**src/rtl/pdisp_pkg.sv**
```systemverilog
package pdisp_pkg;

  typedef enum logic [1:0] {ENG_IDLE, ENG_ACT, ENG_REST} eng_state_e;
  typedef enum logic [1:0] {ID_VER, ID_FIRST, ID_SECOND} id_state_e;

  localparam logic [4:0] OFS_IDENT = 5'h00;
  localparam logic [4:0] OFS_TIMING = 5'h04;
  localparam logic [4:0] OFS_CTRL = 5'h08;
  localparam logic [4:0] OFS_FORMAT = 5'h0C;
  localparam logic [4:0] OFS_PORT = 5'h10;

  localparam logic [31:0] ID_PAT_A = 32'h5555_5555;
  localparam logic [31:0] ID_PAT_B = 32'hAAAA_AAAA;

  // Bytes carried by one host access of the given size code.
  function automatic logic [2:0] size_bytes(input logic [1:0] sz);
    case (sz)
      2'd0: return 3'd1;
      2'd1: return 3'd2;
      default: return 3'd4;
    endcase
  endfunction

  // Bytes carried by one bus beat.
  function automatic logic [2:0] beat_bytes(input logic wide);
    return wide ? 3'd2 : 3'd1;
  endfunction

  // A rest phase shorter than three ticks is not allowed.
  function automatic logic rest_too_short(input logic [5:0] rest_m1);
    return rest_m1 < 6'd2;
  endfunction

  // Keeps the first n bytes of a word and zeroes the rest.
  function automatic logic [31:0] byte_mask(input logic [2:0] n);
    logic [31:0] m;
    for (int i = 0; i < 4; i++) m[8*i +: 8] = (i < int'(n)) ? 8'hFF : 8'h00;
    return m;
  endfunction

endpackage

```
**src/rtl/pdisp_tick_div.sv**
```systemverilog
module pdisp_tick_div #(
  parameter int DW = 3
) (
  input  logic          clk,
  input  logic          rst_n,
  input  logic [DW-1:0] div_m1,
  output logic          tick
);
  logic [DW-1:0] cnt;

  assign tick = (cnt >= div_m1);

  always_ff @(posedge clk or negedge rst_n) begin
    if (!rst_n) cnt <= '0;
    else if (tick) cnt <= '0;
    else cnt <= cnt + 1'b1;
  end

  // a divided tick is a single-clock pulse
  a_r3_tick_single: assert property (@(posedge clk) disable iff (!rst_n)
    (tick && div_m1 != '0 && $stable(div_m1)) |=> !tick);

endmodule

```
**src/rtl/pdisp_byte_fifo.sv**
```systemverilog
module pdisp_byte_fifo #(
  parameter int DEPTH = 16,
  parameter int CW = $clog2(DEPTH) + 1
) (
  input  logic          clk,
  input  logic          rst_n,
  input  logic          flush,
  input  logic [2:0]    push_n,
  input  logic [31:0]   push_data,
  input  logic [2:0]    pop_n,
  output logic [31:0]   peek,
  output logic [CW-1:0] count
);
  localparam int AW = $clog2(DEPTH);

  logic [7:0]    mem [DEPTH];
  logic [AW-1:0] wptr, rptr;

  always_ff @(posedge clk) begin
    for (int i = 0; i < 4; i++)
      if (i < int'(push_n)) mem[wptr + AW'(i)] <= push_data[8*i +: 8];
  end

  always_comb begin
    for (int i = 0; i < 4; i++) peek[8*i +: 8] = mem[rptr + AW'(i)];
  end

  always_ff @(posedge clk or negedge rst_n) begin
    if (!rst_n) begin
      wptr <= '0; rptr <= '0; count <= '0;
    end else if (flush) begin
      wptr <= '0; rptr <= '0; count <= '0;
    end else begin
      wptr  <= wptr + AW'(push_n);
      rptr  <= rptr + AW'(pop_n);
      count <= count + CW'(push_n) - CW'(pop_n);
    end
  end

  a_r6_fifo_bound: assert property (@(posedge clk) disable iff (!rst_n)
    count <= CW'(DEPTH));
  a_r6_no_underflow: assert property (@(posedge clk) disable iff (!rst_n)
    CW'(pop_n) <= count);

endmodule

```
**src/rtl/pdisp_beat_engine.sv**
```systemverilog
module pdisp_beat_engine
  import pdisp_pkg::*;
#(
  parameter int DEPTH = 16,
  parameter int CW = $clog2(DEPTH) + 1,
  parameter int NW = 19
) (
  input  logic          clk,
  input  logic          rst_n,
  input  logic          flush,
  input  logic          tick,
  input  logic          run,
  input  logic          load,
  input  logic [NW-1:0] load_cnt,
  input  logic          rd_dir,
  input  logic          wr_allow,
  input  logic          wide,
  input  logic [3:0]    act_m1,
  input  logic [5:0]    rest_m1,
  input  logic [CW-1:0] fifo_cnt,
  input  logic [15:0]   fifo_peek,
  input  logic [15:0]   bus_din,
  output logic [2:0]    pop_n,
  output logic [2:0]    push_n,
  output logic [15:0]   push_data,
  output logic          wr_n,
  output logic          rd_n,
  output logic [15:0]   dout,
  output logic          busy,
  output logic          beat_start,
  output logic          beat_end
);
  eng_state_e    st;
  logic [3:0]    act_cnt;
  logic [5:0]    rest_cnt;
  logic [NW-1:0] remain;
  logic          is_rd;
  logic [2:0]    bpb;
  logic          ready, slot;

  assign bpb   = beat_bytes(wide);
  assign ready = rd_dir ? ((CW'(DEPTH) - fifo_cnt) >= CW'(bpb))
                        : (wr_allow && fifo_cnt >= CW'(bpb));
  assign slot  = tick && (st == ENG_IDLE || (st == ENG_REST && rest_cnt == '0));
  assign beat_start = !flush && run && slot && remain != '0 && ready;
  assign beat_end   = !flush && run && tick && st == ENG_ACT && act_cnt == '0;
  assign pop_n      = (beat_start && !rd_dir) ? bpb : 3'd0;
  assign push_n     = (beat_end && is_rd) ? bpb : 3'd0;
  assign push_data  = wide ? bus_din : {8'h00, bus_din[7:0]};
  assign busy       = (st != ENG_IDLE);

  always_ff @(posedge clk or negedge rst_n) begin
    if (!rst_n) begin
      st <= ENG_IDLE; act_cnt <= '0; rest_cnt <= '0; remain <= '0;
      is_rd <= 1'b0; wr_n <= 1'b1; rd_n <= 1'b1; dout <= '0;
    end else if (flush) begin
      st <= ENG_IDLE; remain <= '0; wr_n <= 1'b1; rd_n <= 1'b1;
    end else begin
      if (load) remain <= load_cnt;
      if (!run) begin
        st <= ENG_IDLE; wr_n <= 1'b1; rd_n <= 1'b1;
      end else if (beat_start) begin
        st      <= ENG_ACT;
        act_cnt <= act_m1;
        remain  <= remain - 1'b1;
        is_rd   <= rd_dir;
        if (rd_dir) rd_n <= 1'b0;
        else begin
          wr_n <= 1'b0;
          dout <= wide ? fifo_peek : {8'h00, fifo_peek[7:0]};
        end
      end else if (beat_end) begin
        st <= ENG_REST; rest_cnt <= rest_m1; wr_n <= 1'b1; rd_n <= 1'b1;
      end else if (tick) begin
        case (st)
          ENG_ACT:  act_cnt <= act_cnt - 1'b1;
          ENG_REST: if (rest_cnt == '0) st <= ENG_IDLE;
                    else rest_cnt <= rest_cnt - 1'b1;
          default: ;
        endcase
      end
    end
  end

  a_r12_flush_idles: assert property (@(posedge clk) disable iff (!rst_n)
    flush |=> (st == ENG_IDLE && wr_n && rd_n));
  a_r13_one_strobe: assert property (@(posedge clk) disable iff (!rst_n)
    !(!wr_n && !rd_n));
  a_r5_dout_hold: assert property (@(posedge clk) disable iff (!rst_n)
    (st == ENG_ACT && $past(st == ENG_ACT)) |-> $stable(dout));
  a_r7_count_down: assert property (@(posedge clk) disable iff (!rst_n)
    beat_start |=> (remain == $past(remain) - 1'b1));

endmodule

```
**src/rtl/pdisp_bus_engine.sv**
```systemverilog
module pdisp_bus_engine
  import pdisp_pkg::*;
#(
  parameter int          FIFO_DEPTH = 16,
  parameter logic [15:0] VER_MAJOR  = 16'd2,
  parameter logic [15:0] VER_MINOR  = 16'd1
) (
  input  logic        clk,
  input  logic        rst_n,
  input  logic        reg_wr,
  input  logic        reg_rd,
  input  logic [4:0]  reg_addr,
  input  logic [1:0]  reg_size,
  input  logic [31:0] reg_wdata,
  output logic [31:0] reg_rdata,
  output logic        bus_cs_n,
  output logic        bus_dc,
  output logic        bus_wr_n,
  output logic        bus_rd_n,
  output logic        bus_oe,
  output logic [15:0] bus_dout,
  input  logic [15:0] bus_din
);
  localparam int CW = $clog2(FIFO_DEPTH) + 1;
  localparam int CNT_W = 18;
  localparam int NW = CNT_W + 1;

  // timing/transfer register
  logic [CNT_W-1:0] cyc_m1;
  logic             dc_sel, cs_bit;
  logic [3:0]       act_m1;
  logic [5:0]       rest_m1;
  // control register
  logic             en, srst, wr_hold, rd_dir;
  // format register
  logic [4:0]       width_m1, beats_m1;
  logic [2:0]       div_m1;
  id_state_e        id_st;

  logic          tick, run, wide, cs_start, self_rst, eng_flush, drained;
  logic          wr_timing, wr_ctrl, wr_format, wr_ident, wr_port, rd_port, rd_ident;
  logic [2:0]    hsz, host_push_n, host_pop_n, eng_pop_n, eng_push_n, f_push_n, f_pop_n;
  logic [15:0]   eng_push_data;
  logic [31:0]   f_push_data, f_peek;
  logic [CW-1:0] f_cnt, f_space;
  logic          eng_busy, beat_start, beat_end;

  assign wr_timing = reg_wr && reg_addr == OFS_TIMING;
  assign wr_ctrl   = reg_wr && reg_addr == OFS_CTRL;
  assign wr_format = reg_wr && reg_addr == OFS_FORMAT;
  assign wr_ident  = reg_wr && reg_addr == OFS_IDENT;
  assign wr_port   = reg_wr && reg_addr == OFS_PORT && !rd_dir;
  assign rd_port   = reg_rd && reg_addr == OFS_PORT && rd_dir;
  assign rd_ident  = reg_rd && reg_addr == OFS_IDENT;

  assign wide      = (width_m1 == 5'd15);
  assign run       = en && !cs_bit;
  assign cs_start  = wr_timing && !reg_wdata[30] && cs_bit;
  assign self_rst  = rest_too_short(rest_m1);
  assign eng_flush = srst || self_rst;
  assign drained   = (f_cnt == '0) && !eng_busy;

  assign hsz         = size_bytes(reg_size);
  assign f_space     = CW'(FIFO_DEPTH) - f_cnt;
  assign host_push_n = (wr_port && f_space >= CW'(hsz)) ? hsz : 3'd0;
  assign host_pop_n  = !rd_port ? 3'd0 : (f_cnt >= CW'(hsz)) ? hsz : f_cnt[2:0];
  assign f_push_n    = rd_dir ? eng_push_n : host_push_n;
  assign f_push_data = rd_dir ? {16'h0000, eng_push_data} : reg_wdata;
  assign f_pop_n     = rd_dir ? host_pop_n : eng_pop_n;

  assign bus_cs_n = cs_bit || !en;
  assign bus_dc   = dc_sel;
  assign bus_oe   = !rd_dir && !bus_cs_n;

  pdisp_tick_div #(.DW(3)) u_div (
    .clk(clk), .rst_n(rst_n), .div_m1(div_m1), .tick(tick)
  );

  pdisp_byte_fifo #(.DEPTH(FIFO_DEPTH), .CW(CW)) u_fifo (
    .clk(clk), .rst_n(rst_n), .flush(eng_flush),
    .push_n(f_push_n), .push_data(f_push_data),
    .pop_n(f_pop_n), .peek(f_peek), .count(f_cnt)
  );

  pdisp_beat_engine #(.DEPTH(FIFO_DEPTH), .CW(CW), .NW(NW)) u_eng (
    .clk(clk), .rst_n(rst_n), .flush(eng_flush), .tick(tick), .run(run),
    .load(cs_start), .load_cnt(NW'(reg_wdata[CNT_W-1:0]) + 1'b1),
    .rd_dir(rd_dir), .wr_allow(!wr_hold), .wide(wide),
    .act_m1(act_m1), .rest_m1(rest_m1),
    .fifo_cnt(f_cnt), .fifo_peek(f_peek[15:0]), .bus_din(bus_din),
    .pop_n(eng_pop_n), .push_n(eng_push_n), .push_data(eng_push_data),
    .wr_n(bus_wr_n), .rd_n(bus_rd_n), .dout(bus_dout),
    .busy(eng_busy), .beat_start(beat_start), .beat_end(beat_end)
  );

  always_ff @(posedge clk or negedge rst_n) begin
    if (!rst_n) begin
      cyc_m1 <= '0; dc_sel <= 1'b0; act_m1 <= '0; rest_m1 <= 6'd3; cs_bit <= 1'b1;
      en <= 1'b0; srst <= 1'b0; wr_hold <= 1'b1; rd_dir <= 1'b0;
      width_m1 <= 5'd7; beats_m1 <= 5'd3; div_m1 <= '0;
      id_st <= ID_VER;
    end else begin
      if (wr_timing) begin
        cyc_m1  <= reg_wdata[17:0];
        dc_sel  <= reg_wdata[18];
        act_m1  <= reg_wdata[23:20];
        rest_m1 <= reg_wdata[29:24];
        cs_bit  <= reg_wdata[30];
      end
      if (wr_ctrl) begin
        en      <= reg_wdata[0];
        srst    <= reg_wdata[1];
        wr_hold <= reg_wdata[4];
        rd_dir  <= reg_wdata[5];
      end
      if (wr_format) begin
        width_m1 <= reg_wdata[4:0];
        beats_m1 <= reg_wdata[9:5];
        div_m1   <= reg_wdata[12:10];
      end
      if (wr_ident && reg_wdata == '0) id_st <= ID_FIRST;
      else if (rd_ident) begin
        case (id_st)
          ID_FIRST:  id_st <= ID_SECOND;
          ID_SECOND: id_st <= ID_VER;
          default:   id_st <= ID_VER;
        endcase
      end
    end
  end

  always_ff @(posedge clk or negedge rst_n) begin
    if (!rst_n) reg_rdata <= '0;
    else if (reg_rd) begin
      case (reg_addr)
        OFS_IDENT: reg_rdata <= (id_st == ID_FIRST) ? ID_PAT_A :
                                (id_st == ID_SECOND) ? ID_PAT_B : {VER_MAJOR, VER_MINOR};
        OFS_TIMING: reg_rdata <= {1'b0, cs_bit, rest_m1, act_m1, 1'b0, dc_sel, cyc_m1};
        OFS_CTRL:   reg_rdata <= {26'd0, rd_dir, wr_hold, drained, 1'b0, srst, en};
        OFS_FORMAT: reg_rdata <= {19'd0, div_m1, beats_m1, width_m1};
        OFS_PORT:   reg_rdata <= f_peek & byte_mask(host_pop_n);
        default:    reg_rdata <= '0;
      endcase
    end
  end

  // a strobe only falls while chip select was already active
  a_r9_strobe_in_cs: assert property (@(posedge clk) disable iff (!rst_n)
    (!bus_wr_n || !bus_rd_n) |-> !$past(bus_cs_n));
  // the armed ident register answers with the first pattern
  a_r2_ident_first: assert property (@(posedge clk) disable iff (!rst_n)
    (reg_rd && reg_addr == OFS_IDENT && id_st == ID_FIRST) |=> reg_rdata == ID_PAT_A);
  // no write strobe in the read direction
  a_r13_no_write_in_read: assert property (@(posedge clk) disable iff (!rst_n)
    (rd_dir && $past(rd_dir)) |-> bus_wr_n);
  // a short rest value empties the buffer
  a_r12_self_reset: assert property (@(posedge clk) disable iff (!rst_n)
    self_rst |=> f_cnt == '0);

endmodule

```
**config.mk**
```make
export PLATFORM = sky130hd
export DESIGN_NAME = pdisp_bus_engine
export DESIGN_NICKNAME = d
export VERILOG_FILES = /design/src/rtl/pdisp_pkg.sv /design/src/rtl/pdisp_tick_div.sv /design/src/rtl/pdisp_byte_fifo.sv /design/src/rtl/pdisp_beat_engine.sv /design/src/rtl/pdisp_bus_engine.sv
export SDC_FILE = /design/constraint.sdc
export NUM_CORES = 1
export LEC_CHECK = 0
export BUFFER_PORTS_ARGS = -buffer_cell sky130_fd_sc_hd__buf_2
export CORE_UTILIZATION = 35
export CTS_CLUSTER_DIAMETER = 50
export DETAILED_ROUTE_END_ITERATION = 6
export HOLD_SLACK_MARGIN = 0.12
export SETUP_SLACK_MARGIN = 0.02
export SLEW_MARGIN = 5
export SYNTH_ARGS = -nofsm -noshare
export SYNTH_HDL_FRONTEND = slang
export SYNTH_SLANG_ARGS = --single-unit
```
**constraint.sdc**
```tcl
create_clock -name clk -period 11.51 [get_ports clk]
set_input_delay 0.5755 -clock clk [delete_from_list [all_inputs] [get_ports clk]]
set_output_delay 0.5755 -clock clk [all_outputs]
set_load 0.01 [all_outputs]
```
==> results of run 1 <==
==> synthesized netlist by cell type, drive strengths merged, types with 27 or more instances <==
| cell | n | area, sq um |
|---|---|---|
| clkbuf | 101 | 379 |
| o221ai | 98 | 858 |
| mux2 | 46 | 518 |
| mux2i | 102 | 1020 |
| nor2b | 27 | 169 |
| xnor2 | 28 | 245 |
| buf | 54 | 268 |
| ha | 41 | 513 |
| a21oi | 92 | 472 |
| dfrtp | 136 | 3400 |
| o211ai | 40 | 320 |
| mux4 | 152 | 3420 |
| nand2 | 288 | 1090 |
| o21ai | 97 | 493 |
| nand3 | 49 | 245 |
| nor2 | 102 | 383 |
| edfxtp | 128 | 3840 |
| inv | 57 | 214 |
==> state kept, by name (all words and copies together), names as in the netlist, 5 cells and up <==
name,flops
beats_m1,5
cyc_m1,18
reg_rdata,32
rest_m1,6
u_eng.dout,16
u_eng.remain,19
u_eng.rest_cnt,6
u_fifo.count,5
u_fifo.mem,128
width_m1,5
==> repair_timing <==
item                                   4_1_cts  5_1_grt
hold buffers                                 1        0
buffers inserted                             0        0
endpoints found under the hold margin       23        0
resized for setup                            0        0
==> routing by layer <==
| metal | GRT usage (%) | part of all wire (%) | up-vias | routed length, microns |
|---|---|---|---|---|
| met5 | 0 | 0.049 | - | 42 |
| met4 | 12.4 | 4.8 | 6 | 4100 |
| met3 | 5.50 | 9.4 | 219 | 8050 |
| met2 | 43.0 | 45 | 1179 | 38200 |
| met1 | 38.8 | 41 | 9266 | 35300 |
| li1 | - | - | 7752 | - |
==> report_power, final <==
| part | switching, mW | internal, mW |
|---|---|---|
| logic | 0.538 | 0.270 |
| clock network | 0.513 | 0.778 |
| registers | 0.0598 | 1.10 |
| total | 1.11 | 2.15 |
==> cell type report <==
cell class / instances / area [sq um] / area share, %
repair buffers: 159 / 925 / 3.96
clock inverters: 28 / 320 / 1.37
flip-flops and latches: 275 / 7540 / 32.3
inverters: 59 / 221 / 0.948
clock buffers: 47 / 1110 / 4.75
multi-input cells: 1473 / 12300 / 52.6
diodes: 1 / 2.50 / 0.0107
well taps: 765 / 957 / 4.10
==> cell families (layout without fill, tap and decap cells) <==
group / Yosys count / after routing / synth area share [%]
buf+inv: 214 / 293 / 4.20
fa+ha+maj: 46 / 46 / 2.97
xor+xnor: 41 / 41 / 1.74
compound gates: 479 / 479 / 16.8
flops: 275 / 275 / 36.5
simple gates: 607 / 607 / 13.8
other cells: 0 / 1 / 0
mux: 300 / 300 / 24.0
==> path summary, 6_finish.rpt <==
check	startpoint	to	slack [ns]	cells past startpoint
worst max-delay path	width_m1[2]$_DFFE_PN1P_	u_fifo.count[3]$_DFF_PN0_	6.13	18
max in group asynchronous	rst_n	en$_DFFE_PN0P_	9.45	3
worst min-delay path	reg_wdata[26]	rest_m1[2]$_DFFE_PN0P_	0.33	2
min in group asynchronous	rst_n	u_eng.remain[2]$_DFF_PN0_	0.71	2
worst min register to register	u_div.cnt[0]$_DFF_PN0_	u_div.cnt[0]$_DFF_PN0_	0.47	1
worst max register to register	width_m1[2]$_DFFE_PN1P_	u_fifo.count[3]$_DFF_PN0_	6.13	18
==> insert_results.sql, run 1 <==
INSERT INTO impl_metrics (metric_group, metric, value, unit) VALUES
('status', 'status', 'finished, final reports clean', ''),
('floorplanning', 'fp.dieArea', '60000', 'sq um'),
('layout', 'synthToLayoutAreaGrowth', '13.1', '%'),
('yosys', 'synth_ff_type', 'sky130_fd_sc_hd__dfrtp_1', ''),
('pwr', 'total_power', '3.26', 'mW'),
('yosys', 'synth.ff_latch_count', '275', ''),
('sta', 'fmax', '0.186', 'GHz'),
('placement', 'numPortBuffers', '111', ''),
('global_routing', 'grt.overflow.total', '0', ''),
('placement', 'dpl_cell_area', '21900', 'sq um'),
('global_routing', 'first_global_vias', '17233', ''),
('critical_path', 'cp_data_required_time', '11.93', 'ns'),
('drt', 'drt_pre_antenna_iters', '6', ''),
('clock_tree', 'clk_pin_slew_worst_paths', '0.06', 'ns'),
('yosys', 'ys_types', '88', ''),
('placement', 'place_congestion', '0.973', ''),
('floorplanning', 'placeableCoreArea', '58000', 'sq um'),
('yosys', 'synth-async-reset-ratio', '53.5', '%'),
('global_routing', 'antenna_violations_before_repair', '4', ''),
('drt', 'routed_wirelength', '85700', 'microns'),
('layout', 'drive_above_1_share', '23.6', '%'),
('floorplanning', 'die_w', '245', 'microns'),
('yosys', 'syn_area', '20700', 'sq um'),
('sta', 'timing.final.hold_violations', '0', ''),
('layout', 'layout_commonest_cell', 'sky130_fd_sc_hd__nand2_1', ''),
('critical_path', 'cp.arrival', '5.80', 'ns'),
('sta', 'tightest_slew', '1.25', 'ns'),
('pwr', 'power_per_cell_area', '140', 'nW/um^2'),
('worst_hold_path', 'min_path_type', 'in -> reg', ''),
('sta', 'rsz0062_at_grt', 'false', ''),
('critical_path', 'critical-path-max-stage-delay', '0.54', 'ns'),
('yosys', 'synth-warning-count', '0', ''),
('run', 'maxCapViolations', '0', ''),
('sta', 'final.min_clock_period', '5.38', 'ns'),
('layout', 'final_cell_area', '23400', 'sq um'),
('sta', 'timing.slew.headroom', '15.9', '%'),
('drt', 'route.detailed.vias_per_inst', '6.56', ''),
('clock_tree', 'cts-buffers-inserted', '41', ''),
('critical_path', 'critPathCaptureType', 'flop', ''),
('clock_tree', 'clk_path_buf_depth', '3', ''),
('clock_tree', 'clock_latency', '0.59', 'ns'),
('yosys', 'netlist_instances', '1962', ''),
('clock_tree', 'tritoncts', 'built', ''),
('sta', 'fin_ws', '6.13', 'ns'),
('critical_path', 'crit_buf_inv', '3', ''),
('pwr', 'peakVddDrop', '0.000104', 'V'),
('critical_path', 'path_cells', 'nor2b_1 -> and4_1 -> inv_1 -> ha_1 -> nor4b_2 -> a2111oi_1 -> a211o_4 -> nor4_4 -> buf_4 -> nand2_2 -> o22ai_1 -> fa_1 -> inv_1 -> ha_1 -> a21o_1 -> a21oi_1 -> xor2_1 -> nor2_1', ''),
('clock_tree', 'clock-root-buffer', 'sky130_fd_sc_hd__clkbuf_16', ''),
('critical_path', 'critical_path.slowest_cell', 'sky130_fd_sc_hd__dfstp_2', ''),
('layout', 'final_net_count', '2114', ''),
('yosys', 'synth_edf_count', '128', ''),
('critical_path', 'worst_setup_path_start_kind', 'flop', ''),
('yosys', 'synth.avg_cell_area', '10.5', 'sq um'),
('yosys', 'mappedNetlistNets', '2067', ''),
('sta', 'finalSetupTns', '0', 'ns'),
('layout', 'final_cell_mix', 'sky130_fd_sc_hd__nand2_1 (286), sky130_fd_sc_hd__mux4_2 (152), sky130_fd_sc_hd__dfrtp_1 (134), sky130_fd_sc_hd__edfxtp_1 (128), sky130_fd_sc_hd__buf_2 (110)', ''),
('drt', 'route.antenna.remaining_nets', '0', ''),
('yosys', 'seq_area_frac_synth', '36.5', '%'),
('sta', 'finalSetupViolCount', '0', ''),
('drt', 'routed_vias', '18422', ''),
('global_routing', 'grt_start_max_net_pins', '89', ''),
('layout', 'fill_cells', '5490', ''),
('critical_path', 'crit_family', 'simple AND/OR/NAND/NOR gates', ''),
('floorplanning', 'effective_utilization_at_floorplan', '35.6', '%'),
('layout', 'final_cells', '2807', ''),
('global_routing', 'total_routing_usage_gr', '28.2', '%'),
('drt', 'post_detailed_route_drc_marker_count', '0', ''),
('critical_path', 'worst-setup-path-type', 'reg -> reg', ''),
('layout', 'postLayoutCoreUtil', '40.3', '%'),
('sta', 'slew_viol_final', '0', ''),
('pwr', 'leakage', '8.71', 'nW');
(Power assumes the default switching activity.)
==> run 2, diff against run 1 <==
Clock period 11.51 ns to 4.7 ns, I/O delays scaled along.
==> run 2 against run 1 <==
Largest cell class unchanged. Sequential power is 150% higher. First-iteration DRC count increased by 5.0%. Global-route usage up 0.94 points. Critical path depth unchanged. Wire length rose by 2.8%. Critical endpoint is now u_fifo.count[4]$_DFF_PN0_. Combinational power increased to 2.5 times the previous value.
==> insert_results.sql, run 2 (synthesis gave the netlist of run 1 again) <==
INSERT INTO impl_metrics (metric_group, metric, value, unit) VALUES
('floorplanning', 'die_y', '245', 'microns'),
('pwr', 'peakVddDrop', '0.000250', 'V'),
('global_routing', 'total_routing_usage_gr', '29.1', '%'),
('clock_tree', 'clock_latency', '0.58', 'ns'),
('layout', 'final_cells', '2858', ''),
('clock_tree', 'cts.repair_timing.setup_buffer_count', '0', ''),
('clock_tree', 'clk_path_buf_depth', '3', ''),
('floorplanning', 'effective_utilization_at_floorplan', '35.6', '%'),
('placement', 'preCtsSetupSlack', '0.305', 'ns'),
('sta', 'final.min_clock_period', '4.39', 'ns'),
('critical_path', 'reg2reg_slack', '0.31', 'ns'),
('layout', 'ff_latch_area', '7540', 'sq um'),
('critical_path', 'worst_setup_path_start_kind', 'flop', ''),
('layout', 'drive_above_1_share', '24.1', '%'),
('sta', 'slew_viol_final', '0', ''),
('placement', 'hpwlAfterDp', '66500', 'microns'),
('drt', 'initialDrtViolationCount', '2522', ''),
('layout', 'synthToLayoutAreaGrowth', '14.6', '%'),
('critical_path', 'critPathCapture', 'u_fifo.count[4]$_DFF_PN0_', ''),
('clock_tree', 'htreeDepth', '2', ''),
('layout', 'fill_cells', '5519', ''),
('sta', 'finalSetupViolCount', '0', ''),
('clock_tree', 'clock-root-buffer', 'sky130_fd_sc_hd__clkbuf_16', ''),
('clock_tree', 'post_cts_resized', '0', ''),
('critical_path', 'critPathCaptureType', 'flop', ''),
('sta', 'fin_ws', '0.310', 'ns'),
('drt', 'routed_wirelength', '88000', 'microns'),
('global_routing', 'antenna_violations_before_repair', '4', ''),
('critical_path', 'worstSetupPathDepth', '18', ''),
('placement', 'place_congestion', '0.986', ''),
('critical_path', 'reg2reg_depth', '18', ''),
('sta', 'tightest_slew', '1.22', 'ns'),
('critical_path', 'cp_data_required_time', '5.10', 'ns'),
('layout', 'multi_input_comb_area', '12300', 'sq um'),
('layout', 'largest_register_ffs', '128', ''),
('global_routing', 'grt.overflow.total', '0', ''),
('global_routing', 'grt_first_pass_wirelength', '127000', 'microns'),
('sta', 'finalSetupTns', '0', 'ns'),
('status', 'status', 'finished, final reports clean', ''),
('sta', 'fmax', '0.228', 'GHz'),
('sta', 'final_hold_slack', '0.158', 'ns'),
('critical_path', 'cp-startpoint', 'width_m1[2]$_DFFE_PN1P_', ''),
('layout', 'final_cell_mix', 'sky130_fd_sc_hd__nand2_1 (286), sky130_fd_sc_hd__mux4_2 (152), sky130_fd_sc_hd__dfrtp_1 (134), sky130_fd_sc_hd__edfxtp_1 (128), sky130_fd_sc_hd__buf_2 (110)', ''),
('placement', 'numPortBuffers', '111', ''),
('layout', 'largest-register', 'u_fifo.mem', ''),
('drt', 'routed_vias', '18899', ''),
('sta', 'timing.slew.headroom', '17.6', '%'),
('floorplanning', 'boundaryPins', '112', ''),
('layout', 'num_antenna_cells', '0', ''),
('floorplanning', 'placeableCoreArea', '58000', 'sq um'),
('clock_tree', 'cts-buffers-inserted', '38', ''),
('placement', 'place_inst', '2767', ''),
('worst_hold_path', 'min_path_type', 'in -> reg', ''),
('sta', 'rsz0062_at_grt', 'false', ''),
('critical_path', 'crit_family', 'compound AO/OA/AOI/OAI gates', ''),
('pwr', 'leakage', '8.88', 'nW'),
('sta', 'timing.final.hold_violations', '0', ''),
('run', 'maxCapViolations', '0', ''),
('sta', 'final.period_utilization', '93.4', '%'),
('global_routing', 'first_global_vias', '17723', ''),
('critical_path', 'critical_path.slowest_cell', 'sky130_fd_sc_hd__dfstp_2', ''),
('critical_path', 'path_max_fanout', '6', ''),
('critical_path', 'path_cells', 'nor2b_1 -> and4_1 -> inv_1 -> buf_4 -> ha_1 -> o21a_1 -> a2111oi_1 -> a211o_4 -> nor4_4 -> nand2_2 -> o22ai_1 -> fa_1 -> inv_1 -> fa_1 -> a21o_1 -> a21oi_1 -> xnor2_1 -> nor2_1', ''),
('drt', 'post_drt_wl_per_cell', '30.8', 'microns'),
('critical_path', 'crit_buf_inv', '3', ''),
('clock_tree', 'clk_pin_slew_worst_paths', '0.06', 'ns'),
('critical_path', 'worst-setup-path-type', 'reg -> reg', ''),
('drt', 'route.detailed.vias_per_inst', '6.61', ''),
('critical_path', 'reg2reg_launch_point', 'width_m1[2]$_DFFE_PN1P_', ''),
('drt', 'drt_pre_antenna_iters', '6', ''),
('pwr', 'power_per_cell_area', '329', 'nW/um^2'),
('critical_path', 'cp.arrival', '4.79', 'ns'),
('layout', 'final_net_count', '2168', ''),
('drt', 'post_detailed_route_drc_marker_count', '0', ''),
('sta', 'timing.clock.skew', '0.0254', 'ns'),
('layout', 'reg_top3', 'u_fifo.mem (128), reg_rdata (32), u_eng.remain (19)', ''),
('drt', 'route.antenna.remaining_nets', '0', ''),
('global_routing', 'grt_start_max_net_pins', '132', ''),
('pwr', 'total_power', '7.80', 'mW'),
('layout', 'layout_commonest_cell', 'sky130_fd_sc_hd__nand2_1', ''),
('clock_tree', 'tritoncts', 'built', ''),
('critical_path', 'worstReg2RegEnd', 'u_fifo.count[4]$_DFF_PN0_', ''),
('floorplanning', 'die_w', '245', 'microns'),
('clock_tree', 'clock_sink_count', '275', ''),
('clock_tree', 'cts_hold_buffers', '21', ''),
('floorplanning', 'row_count', '88', ''),
('floorplanning', 'fp.dieArea', '60000', 'sq um'),
('critical_path', 'critical-path-max-stage-delay', '0.53', 'ns');
-- run 2: metrics by stage --
step | cell area [sq um] | utilization [%]
floorplan | 20700 | -
global placement | 22200 | 38.3
detailed placement | 22200 | 38.3
CTS | 23700 | 40.8
global route | 23700 | 40.8
finish | 23700 | 40.8
-- run 2: worst register-to-register path: stages (launching register included) --
cell                        delay, ns
sky130_fd_sc_hd__dfstp_2         0.53
sky130_fd_sc_hd__nor2b_1         0.12
sky130_fd_sc_hd__and4_1          0.36
sky130_fd_sc_hd__inv_1           0.13
sky130_fd_sc_hd__buf_4           0.17
sky130_fd_sc_hd__ha_1            0.17
sky130_fd_sc_hd__o21a_1          0.17
sky130_fd_sc_hd__a2111oi_1       0.43
sky130_fd_sc_hd__a211o_4         0.21
sky130_fd_sc_hd__nor4_4          0.05
sky130_fd_sc_hd__nand2_2         0.11
sky130_fd_sc_hd__o22ai_1         0.13
sky130_fd_sc_hd__fa_1            0.53
sky130_fd_sc_hd__inv_1           0.08
sky130_fd_sc_hd__fa_1            0.47
sky130_fd_sc_hd__a21o_1          0.20
sky130_fd_sc_hd__a21oi_1         0.17
sky130_fd_sc_hd__xnor2_1         0.14
sky130_fd_sc_hd__nor2_1          0.06
-- run 2: layout make-up --
cell class	instances	share of cell area [%]
multi-input combinational	1473	51.8
timing repair buffer	216	6.03
sequential	275	31.8
tap	765	4.04
inverter	59	0.935
clock buffer	45	4.26
clock inverter	25	1.07
-- run 2: where the power goes --
group	internal (mW)	switching (mW)	total [mW]
logic	0.705	1.33	2.03
registers	2.71	0.153	2.86
clock network	1.69	1.22	2.91
total	5.10	2.70	7.80
-- run 2: worst min-delay path by stage --
stage / from / end / slack (ns) / cells after the start
global route: reg_wdata[17] / cyc_m1[17]$_DFFE_PN0P_ / 0.14 / 2
CTS: reg_wdata[12] / id_st[1]$_DFFE_PN0P_ / 0.12 / 5
global placement: rst_n / u_eng.remain[0]$_DFF_PN0_ / 0.29 / 1
finish: reg_wdata[12] / id_st[1]$_DFFE_PN0P_ / 0.16 / 5
floorplan: rst_n / act_m1[0]$_DFFE_PN0P_ / -0.06 / 0
detailed placement: rst_n / u_eng.remain[1]$_DFF_PN0_ / 0.30 / 1
-- run 2: per-layer routing --
layer / up-vias / part of all wire [%] / global-route usage [%]
met1: 9560 / 41 / 40.1
li1: 7848 / - / -
met5: - / 0.011 / 0
met4: 2 / 4.9 / 13.2
met2: 1267 / 44 / 44.3
met3: 222 / 10 / 5.70
